===== src/rtl/irq_redir_pkg.sv =====
package irq_redir_pkg;
  localparam int ENT_W = 64;

  // bit positions inside one steering entry
  localparam int B_DSTAT = 12;
  localparam int B_RIRR  = 14;
  localparam int B_TRIG  = 15;
  localparam int B_MASK  = 16;

  // selector codes for the non-entry registers
  localparam logic [7:0] SEL_ID   = 8'h00;
  localparam logic [7:0] SEL_VER  = 8'h01;
  localparam logic [7:0] SEL_ARB  = 8'h02;
  localparam logic [7:0] SEL_ENT0 = 8'h10;

  localparam logic [ENT_W-1:0] ENT_RESET = 64'h0000_0000_0001_0000;

  // entry index addressed by a selector value (wraps for values below 0x10)
  function automatic logic [7:0] ent_index(input logic [7:0] sel);
    logic [7:0] d;
    d = sel - SEL_ENT0;
    return {1'b0, d[7:1]};
  endfunction

  // next entry value: bus write into one half, status bits kept, strobes, edge rule
  function automatic logic [ENT_W-1:0] ent_next(
      input logic [ENT_W-1:0] cur,
      input logic             wr_lo,
      input logic             wr_hi,
      input logic [31:0]      wd,
      input logic             set_r,
      input logic             clr_r);
    logic [ENT_W-1:0] n;
    n = cur;
    if (wr_lo) n[31:0]  = wd;
    if (wr_hi) n[63:32] = wd;
    n[B_DSTAT] = cur[B_DSTAT];
    n[B_RIRR]  = cur[B_RIRR];
    if (set_r)      n[B_RIRR] = 1'b1;
    else if (clr_r) n[B_RIRR] = 1'b0;
    if (!n[B_TRIG]) n[B_RIRR] = 1'b0;
    return n;
  endfunction
endpackage


===== src/rtl/irq_redir_sel.sv =====
module irq_redir_sel
  import irq_redir_pkg::*;
#(
  parameter int NPINS = 24
) (
  input  logic       clk,
  input  logic       rst_n,
  input  logic       sel_wr,
  input  logic [7:0] sel_wd,
  output logic [7:0] sel_q,
  output logic [7:0] ent_idx,
  output logic       ent_hi,
  output logic       ent_hit,
  output logic       bad_sel
);
  always_ff @(posedge clk or negedge rst_n) begin
    if (!rst_n)      sel_q <= '0;
    else if (sel_wr) sel_q <= sel_wd;
  end

  logic is_named;
  assign is_named = (sel_q == SEL_ID) || (sel_q == SEL_VER) || (sel_q == SEL_ARB);
  assign ent_idx  = ent_index(sel_q);
  assign ent_hi   = sel_q[0];
  assign ent_hit  = (sel_q >= SEL_ENT0) && (int'(ent_idx) < NPINS);
  assign bad_sel  = !is_named && !ent_hit;

  AST_SEL_LOAD: assert property (@(posedge clk) disable iff (!rst_n)
    sel_wr |=> (sel_q == $past(sel_wd)));
  AST_SEL_HOLD: assert property (@(posedge clk) disable iff (!rst_n)
    !sel_wr |=> $stable(sel_q));
endmodule


===== src/rtl/irq_redir_entry.sv =====
module irq_redir_entry
  import irq_redir_pkg::*;
(
  input  logic             clk,
  input  logic             rst_n,
  input  logic             wr_lo,
  input  logic             wr_hi,
  input  logic [31:0]      wd,
  input  logic             set_r,
  input  logic             clr_r,
  output logic [ENT_W-1:0] ent_q
);
  logic [ENT_W-1:0] ent_n;
  assign ent_n = ent_next(ent_q, wr_lo, wr_hi, wd, set_r, clr_r);

  always_ff @(posedge clk or negedge rst_n) begin
    if (!rst_n) ent_q <= ENT_RESET;
    else        ent_q <= ent_n;
  end

  logic wr_any;
  assign wr_any = wr_lo || wr_hi;

  AST_EDGE_NO_RIRR: assert property (@(posedge clk) disable iff (!rst_n)
    !ent_q[B_TRIG] |-> !ent_q[B_RIRR]);
  AST_DSTAT_ZERO: assert property (@(posedge clk) disable iff (!rst_n)
    !ent_q[B_DSTAT]);
  AST_RO_KEEP: assert property (@(posedge clk) disable iff (!rst_n)
    (wr_hi || (wr_lo && wd[B_TRIG])) && !set_r && !clr_r |=> $stable(ent_q[B_RIRR]));
  AST_RIRR_SET: assert property (@(posedge clk) disable iff (!rst_n)
    set_r && ent_q[B_TRIG] && !wr_any |=> ent_q[B_RIRR]);
  AST_RIRR_CLR: assert property (@(posedge clk) disable iff (!rst_n)
    clr_r && !set_r && !wr_any |=> !ent_q[B_RIRR]);
  AST_NO_WR_KEEP: assert property (@(posedge clk) disable iff (!rst_n)
    !wr_any |=> (ent_q[63:B_RIRR+1] == $past(ent_q[63:B_RIRR+1])));
endmodule


===== src/rtl/irq_redir_rdmux.sv =====
module irq_redir_rdmux
  import irq_redir_pkg::*;
#(
  parameter int         NPINS   = 24,
  parameter logic [7:0] VERSION = 8'h11,
  parameter logic [7:0] SEL_OFS = 8'h00,
  parameter logic [7:0] WIN_OFS = 8'h10
) (
  input  logic [7:0]             addr,
  input  logic [7:0]             sel_q,
  input  logic [3:0]             id_q,
  input  logic [7:0]             ent_idx,
  input  logic                   ent_hi,
  input  logic                   ent_hit,
  input  logic [NPINS*ENT_W-1:0] tbl,
  output logic [31:0]            rd_val
);
  localparam logic [7:0] LAST_PIN = 8'(NPINS - 1);

  logic [31:0] win_val;
  always_comb begin
    win_val = '1;
    if (sel_q == SEL_ID || sel_q == SEL_ARB) begin
      win_val = {4'h0, id_q, 24'h0};
    end else if (sel_q == SEL_VER) begin
      win_val = {8'h00, LAST_PIN, 8'h00, VERSION};
    end else if (ent_hit) begin
      if (ent_hi) win_val = tbl[int'(ent_idx)*ENT_W + 32 +: 32];
      else        win_val = tbl[int'(ent_idx)*ENT_W +: 32];
    end
  end

  always_comb begin
    if (addr == SEL_OFS)      rd_val = {24'h0, sel_q};
    else if (addr == WIN_OFS) rd_val = win_val;
    else                      rd_val = '0;
  end
endmodule


===== src/rtl/irq_redir_regs.sv =====
module irq_redir_regs
  import irq_redir_pkg::*;
#(
  parameter int         NPINS   = 24,
  parameter logic [7:0] VERSION = 8'h11,
  parameter logic [7:0] SEL_OFS = 8'h00,
  parameter logic [7:0] WIN_OFS = 8'h10
) (
  input  logic                   clk,
  input  logic                   rst_n,
  input  logic                   wr_en_i,
  input  logic                   rd_en_i,
  input  logic [7:0]             addr_i,
  input  logic [31:0]            wdata_i,
  output logic [31:0]            rdata_o,
  input  logic [NPINS-1:0]       rirr_set_i,
  input  logic [NPINS-1:0]       rirr_clr_i,
  output logic [NPINS*ENT_W-1:0] tbl_o
);
  logic       sel_wr, win_wr;
  logic [7:0] sel_q, ent_idx;
  logic       ent_hi, ent_hit, bad_sel;
  logic [3:0] id_q;
  logic [31:0] rd_val;

  assign sel_wr = wr_en_i && (addr_i == SEL_OFS);
  assign win_wr = wr_en_i && (addr_i == WIN_OFS);

  irq_redir_sel #(.NPINS(NPINS)) u_sel (
    .clk(clk), .rst_n(rst_n), .sel_wr(sel_wr), .sel_wd(wdata_i[7:0]),
    .sel_q(sel_q), .ent_idx(ent_idx), .ent_hi(ent_hi), .ent_hit(ent_hit),
    .bad_sel(bad_sel)
  );

  logic id_wr;
  assign id_wr = win_wr && (sel_q == SEL_ID);
  always_ff @(posedge clk or negedge rst_n) begin
    if (!rst_n)     id_q <= '0;
    else if (id_wr) id_q <= wdata_i[27:24];
  end

  for (genvar p = 0; p < NPINS; p++) begin : g_ent
    logic hit_p;
    assign hit_p = win_wr && ent_hit && (int'(ent_idx) == p);
    irq_redir_entry u_ent (
      .clk(clk), .rst_n(rst_n),
      .wr_lo(hit_p && !ent_hi), .wr_hi(hit_p && ent_hi), .wd(wdata_i),
      .set_r(rirr_set_i[p]), .clr_r(rirr_clr_i[p]),
      .ent_q(tbl_o[p*ENT_W +: ENT_W])
    );
  end

  irq_redir_rdmux #(.NPINS(NPINS), .VERSION(VERSION), .SEL_OFS(SEL_OFS), .WIN_OFS(WIN_OFS)) u_rd (
    .addr(addr_i), .sel_q(sel_q), .id_q(id_q), .ent_idx(ent_idx), .ent_hi(ent_hi),
    .ent_hit(ent_hit), .tbl(tbl_o), .rd_val(rd_val)
  );

  always_ff @(posedge clk or negedge rst_n) begin
    if (!rst_n)       rdata_o <= '0;
    else if (rd_en_i) rdata_o <= rd_val;
  end

  logic quiet_dlv;
  assign quiet_dlv = (rirr_set_i == '0) && (rirr_clr_i == '0);

  AST_OOR_IGNORED: assert property (@(posedge clk) disable iff (!rst_n)
    win_wr && bad_sel && quiet_dlv |=> $stable(tbl_o));
  AST_ID_ONLY_SEL0: assert property (@(posedge clk) disable iff (!rst_n)
    !id_wr |=> $stable(id_q));
  AST_OTHER_OFS_QUIET: assert property (@(posedge clk) disable iff (!rst_n)
    wr_en_i && addr_i != SEL_OFS && addr_i != WIN_OFS && quiet_dlv |=> $stable(tbl_o) && $stable(sel_q));
  AST_RDATA_HOLD: assert property (@(posedge clk) disable iff (!rst_n)
    !rd_en_i |=> $stable(rdata_o));
endmodule


===== config.mk =====
export PLATFORM = sky130hd
export DESIGN_NAME = irq_redir_regs
export DESIGN_NICKNAME = d
export VERILOG_FILES = /design/src/rtl/irq_redir_pkg.sv /design/src/rtl/irq_redir_sel.sv /design/src/rtl/irq_redir_entry.sv /design/src/rtl/irq_redir_rdmux.sv /design/src/rtl/irq_redir_regs.sv
export SDC_FILE = /design/constraint.sdc
export NUM_CORES = 2
export LEC_CHECK = 0
export BUFFER_PORTS_ARGS = -buffer_cell sky130_fd_sc_hd__buf_2
export CAP_MARGIN = 15
export CORE_AREA = 5 5 638 640
export DETAILED_ROUTE_END_ITERATION = 10
export DIE_AREA = 0 0 643 645
export SYNTH_ARGS = -nofsm -noshare
export SYNTH_HDL_FRONTEND = slang
export SYNTH_SLANG_ARGS = --single-unit
export TNS_END_PERCENT = 50

===== constraint.sdc =====
create_clock -name clk -period 6.9 [get_ports clk]
set_clock_uncertainty 0.05 [all_clocks]
set_input_delay 2.07 -clock clk [delete_from_list [all_inputs] [get_ports clk]]
set_output_delay 2.07 -clock clk [all_outputs]
set_load 0.05 [all_outputs]

==> results.cfg <==
[critical_path]
timing.setup.critical_path_class = reg2reg
r2r-start = u_sel.sel_q[4]
rrSetupSlack_ns = 1.80
worstPathRequired_ns = 7.62
end_kind = flop
start_kind = flop
timing.rr.end = g_ent[3].u_ent.ent_q[41]
worstPathArrival_ns = 5.81
crit_path_max_fanout = 29
reg2reg_depth = 7

[place]
dp_cells = 11430
io_buffers = 1635
hpwlAfterDp_mm = 381.0
gp_congestion = 0.8904

[synth]
synth_top_cells_by_count = dfrtp_1 (1532), mux2_2 (1492), mux4_2 (301)
syn_inst = 4745
synth_seq_cells = 1556
synth_top_area_share_pct = 54.00
ys.flop_type = dfrtp_1
synth_edf_count = 0
yosysMostFrequentCell = dfrtp_1
synth_cell_types = 65
synthArstFlopShare_pct = 100.0
seq_area_frac_synth_pct = 54.89
synth_top_area_cell = dfrtp_1
yosysWarningCount = 0
synthTopCellsByArea = dfrtp_1 (54%), mux2_2 (24%), mux4_2 (9.5%)
syn-cell-area_um2 = 71000
syn_area_per_cell_um2 = 14.96

[pwr]
finalPower_mw = 21.21
p_leak_nw = 47.98
p_per_area_nw_per_um2 = 227.9
vdd_drop_max_mv = 0.2097

[route]
remaining_drc_errors = 0
totalWireLength_mm = 507.6
dr.pass1.iters = 8
via_per_inst = 4.679
routed-via-count = 55370
wire_per_inst_um = 42.89
antenna_left = 0
drt_first_iter_violations = 5312

[flow_run]
cap_violations = 0

[global_routing]
grt_pass1_vias = 54470
antenna_found_initial = 79
grt.overflow.total = 0
grt_pass1_wl_mm = 636.3
grt_max_degree = 157
grt_use_total_pct = 23.50

[clock_network]
htree_levels = 4
clkTransAtPathRegs_ns = 0.08
cts_buffer_depth = 4
post_cts_resized = 0
clockRootBuffer = clkbuf_16
clock_sinks = 1556
cts_setup_buffers = 0
cts_tree = built
cts_made_buffers = 192
insertion_delay_ns = 0.91
hold_buffers = 0

[timing]
fin_crit_sh_pct = 73.87
max_freq_ghz = 0.1962
period_needed_ns = 5.097
hold_viol = 0
relSlewSlack_pct = 19.10
setup-tns-final_ns = 0
slew_viol_final = 0
setup_viol = 0
rsz0062_at_grt = no
tightest_slew_ns = 1.211

[cells_and_area]
nets = 6435
fin_cells = 11840
drive_above_1_share_pct = 62.77
fillers = 42520
syn_to_final_growth_pct = 31.05

[die]
die_width_um = 643
core_area_um2 = 400900
die_area_um2 = 414700
initial_core_util_pct = 17.71
num_io_pins = 1660
rows = 233
die_h_um = 645

[worst_hold_path]
min_from = rdata_o[20]
min_to = rdata_o[20]
holdCritPathClass = reg2reg
min_path_cells = 1

[outcome]
status = finished clean
placed cells by master, fill, tap and decap left out, types with 10 or more instances in the layout:
| cell type | instances |
|---|---|
| mux2_1 | 11 |
| clkbuf_16 | 193 |
| mux2_2 | 1492 |
| a31oi_1 | 15 |
| nand3_4 | 16 |
| a22oi_1 | 43 |
| inv_6 | 15 |
| nand2b_1 | 13 |
| mux4_2 | 301 |
| a21oi_1 | 67 |
| clkinv_2 | 28 |
| clkbuf_8 | 37 |
| nand2_1 | 114 |
| buf_12 | 39 |
| dfrtp_1 | 1527 |
| clkbuf_1 | 39 |
| a221oi_1 | 21 |
| nand3_1 | 17 |
| a211oi_1 | 11 |
| nor3_1 | 21 |
| dfstp_2 | 24 |
| nor4_1 | 12 |
| diode_2 | 48 |
| mux2i_1 | 201 |
| nand2_4 | 20 |
| nor2b_1 | 24 |
| nor2_1 | 48 |
| o21a_1 | 16 |
| bufinv_16 | 15 |
| buf_2 | 1633 |
| o21ai_0 | 37 |
| buf_4 | 179 |
| o22ai_1 | 61 |
| inv_1 | 10 |
| and3_1 | 16 |
| conb_1 | 24 |
through the flow:
step	setup WS, ns	instance area (um2)	util, %	hold slack, ns
floorplan	2.696	71080	-	0.4190
global placement	1.104	86320	21.54	0.4168
detailed placement	1.060	86340	21.54	0.4216
CTS	1.522	92920	23.18	0.4376
global route	1.611	92970	23.19	0.4502
finish	1.803	93040	23.21	0.4375
worst max-delay path: stages (launching register included):
cell and delay (ns):
dfrtp_4 0.56, clkinv_1 0.56, ha_4 0.92, nand2_1 0.70
nor2_1 0.82, nand3_4 0.53, buf_12 0.40, mux2_2 0.32
cells by family (layout without fill, tap and decap cells):
group | count (synthesis) | count (layout) | share of synthesized area (%)
simple gates | 377 | 377 | 2.654
flops | 1556 | 1556 | 54.89
fa+ha+maj | 2 | 2 | 0.03524
buf+inv | 488 | 2220 | 3.230
other cells | 1 | 72 | 0.005282
mux | 2005 | 2005 | 36.22
compound gates | 316 | 316 | 2.968
worst max-delay path by stage:
stage                               end  cells past startpoint           start  slack, ns
3_5_place_dp   g_ent[5].u_ent.ent_q[56]                      7       addr_i[1]       1.06
2_1_floorplan  g_ent[22].u_ent.ent_q[0]                      7       addr_i[7]       2.70
4_1_cts        g_ent[3].u_ent.ent_q[41]                      7  u_sel.sel_q[4]       1.52
5_1_grt        g_ent[3].u_ent.ent_q[41]                      7  u_sel.sel_q[4]       1.61
3_3_place_gp   g_ent[5].u_ent.ent_q[53]                      7       addr_i[1]       1.10
6_report       g_ent[3].u_ent.ent_q[41]                      7  u_sel.sel_q[4]       1.80
metal layers:
| layer | wire length (um) | share of wire (%) | global-route usage [%] |
|---|---|---|---|
| met1 | 194500 | 38 | 28.37 |
| met2 | 243300 | 48 | 39.35 |
| met3 | 43240 | 8.5 | 6.489 |
| met4 | 26400 | 5.2 | 9.763 |
| met5 | 88 | 0.017 | 0 |
final cells by class:
class,instances,area (um2),area share [%]
sequential,1556,38990,41.90
multi-input combinational,2724,30360,32.63
timing repair buffer,1852,10310,11.08
tap,5287,6615,7.110
clock buffer,269,5485,5.895
clock inverter,84,1097,1.179
antenna,48,120.1,0.1291
inverter,15,65.06,0.06993
sequential cells by signal (all words and copies together) (netlist names):
signal / count
rdata_o: 32
g_ent.u_ent.ent_q: 1512
id_q: 4
u_sel.sel_q: 8
power breakdown:
part | internal (mW) | switching, mW | total [mW]
sequential | 9.13 | 0.0210 | 9.16
clock | 6.20 | 4.65 | 10.8
combinational | 0.230 | 0.973 | 1.20
(Power assumes the default switching activity.)
